## config.mk

```make
export PLATFORM = sky130hd
export DESIGN_NAME = rot_prio_resolver
export DESIGN_NICKNAME = d
export VERILOG_FILES = /design/src/rtl/rpr_pkg.sv /design/src/rtl/rpr_prio_search.sv /design/src/rtl/rpr_edge_capture.sv /design/src/rtl/rpr_service.sv /design/src/rtl/rot_prio_resolver.sv
export SDC_FILE = /design/constraint.sdc
export NUM_CORES = 1
export LEC_CHECK = 0
export CORE_MARGIN = 5
export CORE_UTILIZATION = 56
export CTS_CLUSTER_SIZE = 12
export DETAILED_ROUTE_END_ITERATION = 10
export GPL_TIMING_DRIVEN = 0
export PLACE_DENSITY = 0.82
export SYNTH_ARGS = -nofsm -noshare
export SYNTH_HDL_FRONTEND = slang
export SYNTH_HIERARCHICAL = 1
export SYNTH_SLANG_ARGS = --single-unit
```

## constraint.sdc

```tcl
create_clock -name clk -period 10.6 [get_ports clk]
set_input_delay 1.06 -clock clk [delete_from_list [all_inputs] [get_ports clk]]
set_output_delay 1.06 -clock clk [all_outputs]
set_load 0.03 [all_outputs]
```

## src/rtl/rpr_pkg.sv

```systemverilog
package rpr_pkg;

  typedef enum logic [1:0] {
    ACT_NONE    = 2'd0,
    ACT_SERVICE = 2'd1,
    ACT_AEOI    = 2'd2,
    ACT_AEOI_RT = 2'd3
  } ack_action_e;

endpackage

```

## src/rtl/rpr_prio_search.sv

```systemverilog
module rpr_prio_search #(
  parameter int unsigned N = 8,
  localparam int unsigned W = $clog2(N)
) (
  input  logic [N-1:0] vec,
  input  logic [W-1:0] off,
  output logic [W:0]   level
);

  logic [N-1:0] rot;

  // rot[p] is the line that holds priority level p
  for (genvar gp = 0; gp < N; gp++) begin : g_rot
    logic [W-1:0] src;
    assign src     = W'(gp) + off;
    assign rot[gp] = vec[src];
  end

  always_comb begin
    level = (W+1)'(N);
    for (int p = N - 1; p >= 0; p--) begin
      if (rot[p]) level = (W+1)'(p);
    end
  end

endmodule

```

## src/rtl/rpr_edge_capture.sv

```systemverilog
module rpr_edge_capture #(
  parameter int unsigned N = 8,
  localparam int unsigned W = $clog2(N)
) (
  input  logic         clk,
  input  logic         rst_n,
  input  logic [N-1:0] lines,
  input  logic         clr_en,
  input  logic [W-1:0] clr_idx,
  output logic [N-1:0] req_q
);

  logic [N-1:0] prev_q;
  logic [N-1:0] req_d;
  logic [N-1:0] rise;

  assign rise = lines & ~prev_q;

  always_comb begin
    req_d = req_q;
    if (clr_en) req_d[clr_idx] = 1'b0;
    req_d = req_d | rise;
  end

  always_ff @(posedge clk or negedge rst_n) begin
    if (!rst_n) begin
      req_q  <= '0;
      prev_q <= '0;
    end else begin
      req_q  <= req_d;
      prev_q <= lines;
    end
  end

  // a pending bit only appears after a rising edge on its line
  a_r2_set_on_rise: assert property (@(posedge clk) disable iff (!rst_n)
    ((req_q & ~$past(req_q)) & ~$past(lines & ~prev_q)) == '0);

endmodule

```

## src/rtl/rpr_service.sv

```systemverilog
module rpr_service
  import rpr_pkg::*;
#(
  parameter int unsigned N = 8,
  localparam int unsigned W = $clog2(N)
) (
  input  logic         clk,
  input  logic         rst_n,
  input  logic         ack_fire,
  input  logic [W-1:0] ack_idx,
  input  logic         auto_eoi,
  input  logic         rotate_aeoi,
  input  logic         eoi,
  input  logic [W-1:0] eoi_line,
  input  logic         off_load,
  input  logic [W-1:0] off_in,
  output logic [N-1:0] isr_q,
  output logic [W-1:0] off_q
);

  ack_action_e  act;
  logic [N-1:0] isr_d;
  logic [W-1:0] off_d;
  logic         off_en;

  always_comb begin
    if (!ack_fire)        act = ACT_NONE;
    else if (!auto_eoi)   act = ACT_SERVICE;
    else if (rotate_aeoi) act = ACT_AEOI_RT;
    else                  act = ACT_AEOI;
  end

  always_comb begin
    isr_d = isr_q;
    if (eoi) isr_d[eoi_line] = 1'b0;
    if (act == ACT_SERVICE) isr_d[ack_idx] = 1'b1;
  end

  always_comb begin
    off_en = off_load || (act == ACT_AEOI_RT);
    off_d  = off_load ? off_in : ack_idx + W'(1);
  end

  always_ff @(posedge clk or negedge rst_n) begin
    if (!rst_n) begin
      isr_q <= '0;
      off_q <= '0;
    end else begin
      isr_q <= isr_d;
      if (off_en) off_q <= off_d;
    end
  end

  // in-service bits appear one at a time, only through a normal acknowledge
  a_r7_isr_set_by_ack: assert property (@(posedge clk) disable iff (!rst_n)
    (isr_q & ~$past(isr_q)) != '0 |-> $past(ack_fire && !auto_eoi));
  a_r7_isr_onehot: assert property (@(posedge clk) disable iff (!rst_n)
    $onehot0(isr_q & ~$past(isr_q)));
  // offset moves only via a load or an auto-EOI rotation
  a_r8_offset_source: assert property (@(posedge clk) disable iff (!rst_n)
    !$stable(off_q) |-> $past(off_load || (ack_fire && auto_eoi && rotate_aeoi)));

endmodule

```

## src/rtl/rot_prio_resolver.sv

```systemverilog
module rot_prio_resolver #(
  parameter int unsigned N        = 8,
  parameter int unsigned CASC_BIT = 2,
  localparam int unsigned W       = $clog2(N)
) (
  input  logic         clk,
  input  logic         rst_n,
  input  logic [N-1:0] irq_in,
  input  logic [N-1:0] mask_in,
  input  logic         offset_load,
  input  logic [W-1:0] offset_in,
  input  logic         auto_eoi,
  input  logic         rotate_aeoi,
  input  logic         sfnm_en,
  input  logic         is_master,
  input  logic         ack,
  input  logic         eoi,
  input  logic [W-1:0] eoi_line,
  output logic         int_valid,
  output logic [W-1:0] int_line
);

  logic [N-1:0] req_q;
  logic [N-1:0] isr_q;
  logic [W-1:0] off_q;
  logic [N-1:0] cand;
  logic [N-1:0] isr_eff;
  logic [N-1:0] casc_mask;
  logic [W:0]   cand_lvl;
  logic [W:0]   cur_lvl;
  logic         ack_fire;
  logic         present;
  logic [W-1:0] line_d;

  assign ack_fire  = ack && int_valid;
  assign casc_mask = (sfnm_en && is_master) ? (N'(1) << CASC_BIT) : '0;
  assign cand      = req_q & ~mask_in;
  assign isr_eff   = isr_q & ~casc_mask;

  rpr_edge_capture #(.N(N)) u_edge (
    .clk     (clk),
    .rst_n   (rst_n),
    .lines   (irq_in),
    .clr_en  (ack_fire),
    .clr_idx (int_line),
    .req_q   (req_q)
  );

  rpr_service #(.N(N)) u_svc (
    .clk         (clk),
    .rst_n       (rst_n),
    .ack_fire    (ack_fire),
    .ack_idx     (int_line),
    .auto_eoi    (auto_eoi),
    .rotate_aeoi (rotate_aeoi),
    .eoi         (eoi),
    .eoi_line    (eoi_line),
    .off_load    (offset_load),
    .off_in      (offset_in),
    .isr_q       (isr_q),
    .off_q       (off_q)
  );

  rpr_prio_search #(.N(N)) u_cand (
    .vec   (cand),
    .off   (off_q),
    .level (cand_lvl)
  );

  rpr_prio_search #(.N(N)) u_cur (
    .vec   (isr_eff),
    .off   (off_q),
    .level (cur_lvl)
  );

  always_comb begin
    present = cand_lvl < cur_lvl;
    line_d  = present ? (cand_lvl[W-1:0] + off_q) : '0;
  end

  always_ff @(posedge clk or negedge rst_n) begin
    if (!rst_n) begin
      int_valid <= 1'b0;
      int_line  <= '0;
    end else begin
      int_valid <= present;
      int_line  <= line_d;
    end
  end

  // a presented line was an unmasked pending request one cycle earlier
  a_r4_presented_is_candidate: assert property (@(posedge clk) disable iff (!rst_n)
    int_valid |-> |(($past(cand) >> int_line) & N'(1)));
  // a presented line was not already counted as in service
  a_r5_not_in_service: assert property (@(posedge clk) disable iff (!rst_n)
    int_valid |-> (($past(isr_eff) >> int_line) & N'(1)) == '0);
  // the line field is zero whenever nothing is presented
  a_r11_line_zero_idle: assert property (@(posedge clk) disable iff (!rst_n)
    !int_valid |-> int_line == '0);

endmodule

```

-- Word-level counts from Yosys, hierarchy flattened
Cells that the tools add are included.
- flip-flop bits (word level): 31
- latch bits: 0
- bits in writable memories: 0
- ROM bits: 0
- bits of input ports: 31
- output and inout bits: 4
- logic and storage cells: 108
- memories kept: 0
- $add $sub $neg: 9
- $mul: 0
- divide/modulo/power cells: 0
- magnitude comparators: 13
- equality and inequality tests: 2
- shifts and indexed selects: 0
- muxes and demuxes: 61
- bitwise gates (word level): 12
- reductions and logical operators: 5
- operator list (cell ; count):
    two-way mux 4 bit ; 16
    binary-select mux 1 bit (select 3 bit) ; 16
    AND 8 bit ; 5
    less-than comparator 3 x 4 -> 1 bit, second input constant ; 10
    NOT 8 bit ; 4
    two-way mux 8 bit ; 3
    two-way mux 1 bit ; 19
    bitwise OR 8 bit ; 2
    adder 3 bit, first input constant ; 4
    two-way mux 3 bit ; 3
    NOT 3 -> 8 bit ; 1
    adder 2 x 3 -> 3 bit, first input constant ; 2
    demux 1 bit (select 3 bit) ; 2
    >= comparator 3 x 1 -> 1 bit, second input constant ; 2
    logical AND 1 bit ; 4
    less-than comparator 4 bit ; 1
    two-way mux 2 bit ; 2
    adder 1 x 3 -> 3 bit, first input constant ; 1
    adder 3 x 1 -> 3 bit, second input constant ; 1
    adder 3 bit ; 1
    == test 2 x 1 -> 1 bit, second input constant ; 1
    == test 2 bit, second input constant ; 1
    logical OR 1 bit ; 1

-- Logic depth before layout (Yosys ltp)
- depth after elaboration: 16
- gate-level depth with buffers: 15
- mapped depth without buffers: 12

-- Cells and area by module
Netlist, hierarchy kept.
- modules (own cells, without submodules) (module ; instances ; cells an instance ; area each (µm²) ; seq. area each (µm²)):
    rpr_prio_search ; 2 ; 63 ; 688.2 ; 0.0
    rpr_edge_capture ; 1 ; 44 ; 609.3 ; 400.4
    rpr_service ; 1 ; 49 ; 539.3 ; 275.3
    rot_prio_resolver ; 1 ; 32 ; 315.3 ; 100.1

-- Least setup slack after synthesis
Ideal clock, no wire load.
- path kind: register to register
- from: register u_svc.off_q[0]
- to: register int_line[2]
- library setup time: 0.077 ns
- arrival: 3.335 ns
- required time: 10.523 ns
- path slack: 7.187 ns
- stages on the path, launching flop included: 14
- path buffers: 3
- clock period less this slack: 3.413 ns
- path through: dfrtp_1 buf_6 buf_12 inv_1 ha_1 buf_6 mux2_2 mux4_1 nor3_1 a21oi_1 o22ai_1 ha_1 a2111o_1 a21oi_1
- cells in the longest elaborated chain, start to end: 13
- elaborated cells on any way between the ends: 58
- classes of those cells: add/sub: 8; order compare: 1; mux: 49
- RTL lines (item ; RTL line ; text):
    start, declared ; rpr_service.sv:18 ; output logic [W-1:0] off_q
    start signal, assigned ; rpr_service.sv:47 ; off_q <= '0;
    start signal, assigned ; rpr_service.sv:50 ; if (off_en) off_q <= off_d;
    adder 3 bit ; rpr_prio_search.sv:15 ; assign src = W'(gp) + off;
    binary-select mux 1 bit (select 3 bit) ; rpr_prio_search.sv:16 ; assign rot[gp] = vec[src];
    two-way mux 1 bit (not written as such) ; rpr_prio_search.sv:16 ;
    two-way mux 4 bit (7 in series) ; rpr_prio_search.sv:22 ; if (rot[p]) level = (W+1)'(p);
    two-way mux 4 bit * ; rpr_prio_search.sv:22 ;
    net cand_lvl[1] ; rot_prio_resolver.sv:29 ; logic [W:0] cand_lvl;
    less-than comparator 4 bit or adder 3 bit (tied branches) ; rot_prio_resolver.sv:77, rot_prio_resolver.sv:78 ;
    two-way mux 3 bit * ; rot_prio_resolver.sv:78 ; line_d = present ? (cand_lvl[W-1:0] + off_q) : '0;
    net line_d[2] ; rot_prio_resolver.sv:33 ; logic [W-1:0] line_d;
    end signal, assigned ; rot_prio_resolver.sv:87 ; int_line <= line_d;
    end, declared ; rot_prio_resolver.sv:20 ; output logic [W-1:0] int_line
The timed path passes the listed nets; every way through them passes the cells marked *. The select of a mux whose other input is x is not followed.
A chain may end at the register's enable or synchronous reset.

-- Final worst setup path
- from: register u_svc.off_q[1]
- to: register int_line[1]
Same word-level chain as after synthesis.

==> impl_results.md <==
* Status: complete, no violations
* Prevailing post-synth register cell: dfrtp_1
* Clock root buffer: clkbuf_8
* Routed WL at 6270 um
* Clock share of power at 0.141
* Worst r2r dst: int_line[1]
* Layout Nets at 333
* Crit Path Max Fanout at 12
* Count of cells resized by post-cts repair at 0
* Worst slew pin tran at 0.665 ns
* Longest Clk Path Bufs at 2
* R2R Setup Slk at 6.64 ns
* Pre-CTS setup slack at about 6.4 ns
* DR pass1 iterations at 4
* Slowest stage delay, CP at between 0.6 and 0.7 ns
* Cell Area, Placed at 3270 sq um
* P_int at 0.488 mW
* Clk_lat worst skew at 0.28 ns
* Peak supply drop at 0.157 mV
* Post-CTS setup buffer count at 0
* Number of global-route vias before repair at 2171
* Hold path startpoint: u_edge/prev_q[0]
* TNS Setup at 0 ns
* Hold path depth at 1
* GP Congestion at 0.880
* Initial core utilization at 0.567
* Post-synth EDFFs at 0
* Minimum clock period at 3.96 ns
* Vias per cell at roughly 6.0
* Gr ovfl total at 0
* Vias at 2190
* Period utilization at 0.374
* Clock skew at 0.00388 ns
* RSZ-0062 raised after global routing: false
* Setup WS post-layout at 6.64 ns
* # diodes at 0
* Avg Synthesized Cell Area at between 10 and 15 sq um
* Max-cap violations at 0
* Gr usage total at 0.207
* Core ar. at between 5000 and 6000 sq um
* Arr. time, crit path at just over 4 ns
* Crit-path cells: inv_1, ha_1, buf_6, mux2_2, mux4_1, nor3_1, a21oi_1, o22ai_1, ha_1, a2111o_1, a21boi_1
* Psw at 0.353 mW
* Synth area leaders: dfrtp_1, mux4_1, mux2_2, mux2i_1, ha_1
* WL/cell at around 17 um
* Post-synth top area share at 0.273
* Slew Limit Fails at 0
* CP most frequent cell: ha_1
* Fmax at between 200 and 300 MHz
* Cell Area, Synth at 2840 sq um
* Largest net degree at the start of global routing at 32
* Critical path class: flop to flop
* Design area at ~3400 sq um
* Total power draw at 0.840 mW
* Die extent in x at a little over 80 um
* First-pass GRT wire length at 10600 um
* Area grow syn2layout at 19.0%
* Cts bufs inserted at 5
* Slew margin rel. at 0.553
* Ys Warns at 6
* Cts hold-fix bufs at 0
* Hold Path Class: flop to flop
* DRC at 0
* Setup crit start kind: flop
* Post-synthesis async set-or-reset flop share at 1.00
* Switch share at 0.420
* Hpwl dp at 4710 um
* Clk slew on worst S/H paths at 0.06 ns
* Endpoints failing setup at 0
* Combinational fraction of design power at 0.606
* IO Pins at 35
* TritonCTS clock tree: built
* Site Rows at 26
* FF+latch count, synth at 31
* Syn Inst Count at about 250
* Hold Violations, Final at 0
* Mapped Nets at 292
* Fill count at 395
* CTS H-Tree Depth at 2
* I/O Buffers at 34
* Leakage at between 1 and 1.5 nW
* RR Startpoint: u_svc/off_q[1]
* Iter 0 DRT Violations at 116
* Reg2Reg Depth at 11
* Post-route ant nets at 0
* Crit path required time at 10.79 ns
* Library cells used by synthesis at 47
* Die area at 6600 sq um
* Setup crit end kind: flop
* Seq/Total Area, Yosys at 0.273
* Area leader, netlist: dfrtp_1
* Worst Hold End: u_edge/req_q[0]
* Sequential Power Share at 0.253
* Die height at 81.2 um
* Post-synth top cells: dfrtp_1, mux2_2, mux2i_1
* Initial antenna violation count at 0
* Clock Sinks at 31
* Slowest cell on crit path: dfrtp_1
* Most common cell in the netlist: dfrtp_1
* Power Density at 249 nW/um^2
* Layout cell share with drive strength beyond 1 at 0.201
cell usage in the layout (no fill, tap or decap), types with 3 or more instances in the layout:
master           count
clkdlybuf4s50_1     33
mux2i_1             22
mux4_2               4
xnor2_1              3
nand2_1             15
a21oi_1              3
buf_6                4
a32o_1               6
o21ai_0              5
and2_1               3
nor2_1               7
nor2b_1             12
a22o_1               4
nand4b_1             3
mux4_1              12
inv_1               21
nand2b_1             4
nand3b_1             4
xor2_1               4
o22ai_1              5
mux2_2              26
buf_2                3
o22ai_2              3
dfrtp_1             31
clkbuf_8             6
o31ai_1              5
ha_1                 9
and4bb_1             3
cell type report:
type                            instances  area, sq um  share of cell area
Tap cell                               70         87.6              0.0259
Sequential cell                        31          776               0.229
Clock inverter                          2         35.0              0.0104
Inverter                               21         78.8              0.0233
Buffer                                  8         95.1              0.0281
Multi-Input combinational cell        191         1890               0.559
Timing Repair Buffer                   34          335              0.0992
Clock buffer                            6         82.6              0.0244
registers in the layout (all words and copies together), names as in the netlist:
| name | count |
|---|---|
| u_svc/isr_q | 8 |
| int_valid | 1 |
| u_svc/off_q | 3 |
| u_edge/req_q | 8 |
| u_edge/prev_q | 8 |
| int_line | 3 |
through the flow:
| stage | instances | utilization | hold WS [ns] |
|---|---|---|---|
| finish | 363 | 0.675 | 0.441 |
| CTS | 363 | 0.676 | 0.440 |
| global placement | 355 | 0.652 | 0.417 |
| floorplan | 251 | - | 0.409 |
| global route | 363 | 0.675 | 0.452 |
| detailed placement | 355 | 0.652 | 0.432 |
kinds of logic (layout without fill, tap and decap cells):
| group | after synthesis | in the layout | share of synthesized area |
|---|---|---|---|
| multiplexers | 68 | 68 | 0.342 |
| AND/OR/NAND/NOR | 65 | 65 | 0.144 |
| AO/OA/AOI/OAI | 41 | 41 | 0.111 |
| flip-flops | 31 | 31 | 0.273 |
| buffers and inverters | 29 | 71 | 0.0612 |
| adder cells (fa/ha/maj) | 10 | 10 | 0.0467 |
| XOR/XNOR | 7 | 7 | 0.0216 |
worst max-delay path by stage:
stage,startpoint,endpoint,depth (start not counted)
global placement,sfnm_en,int_line[1],10
finish,u_svc/off_q[1],int_line[1],11
CTS,u_svc/off_q[1],int_line[1],11
floorplan,u_svc/off_q[0],int_line[2],13
detailed placement,sfnm_en,int_line[1],12
global route,u_svc/off_q[1],int_line[2],11
worst max-delay path, delay by kind of cell (launching register included):
kind | cells | cell delay (ns)
and+or+nand+nor | 1 | 0.22
muxes | 2 | 0.90
AOI/OAI and AO/OA | 4 | 0.98
buffers and inverters | 2 | 0.37
DFF | 1 | 0.69
adders and majority gates | 2 | 0.70
power groups by stage:
| stage | Sequential (mW) | Clock (mW) | Combinational (mW) |
|---|---|---|---|
| after floorplan | 0.204 | 0 | 0.384 |
| after global placement | 0.212 | 0 | 0.483 |
| after detailed placement | 0.213 | 0 | 0.502 |
| after CTS | 0.212 | 0.121 | 0.507 |
| after global routing | 0.219 | 0.126 | 0.557 |
| final | 0.213 | 0.119 | 0.509 |
layer usage:
metal,GRT usage,up-vias,wire length (um)
li1,-,1040,-
met1,0.289,1090,2940
met2,0.342,51,3070
met3,0.0299,9,184
met4,0.0473,0,67
met5,0,-,0
Power figures use the tool's default switching activity.
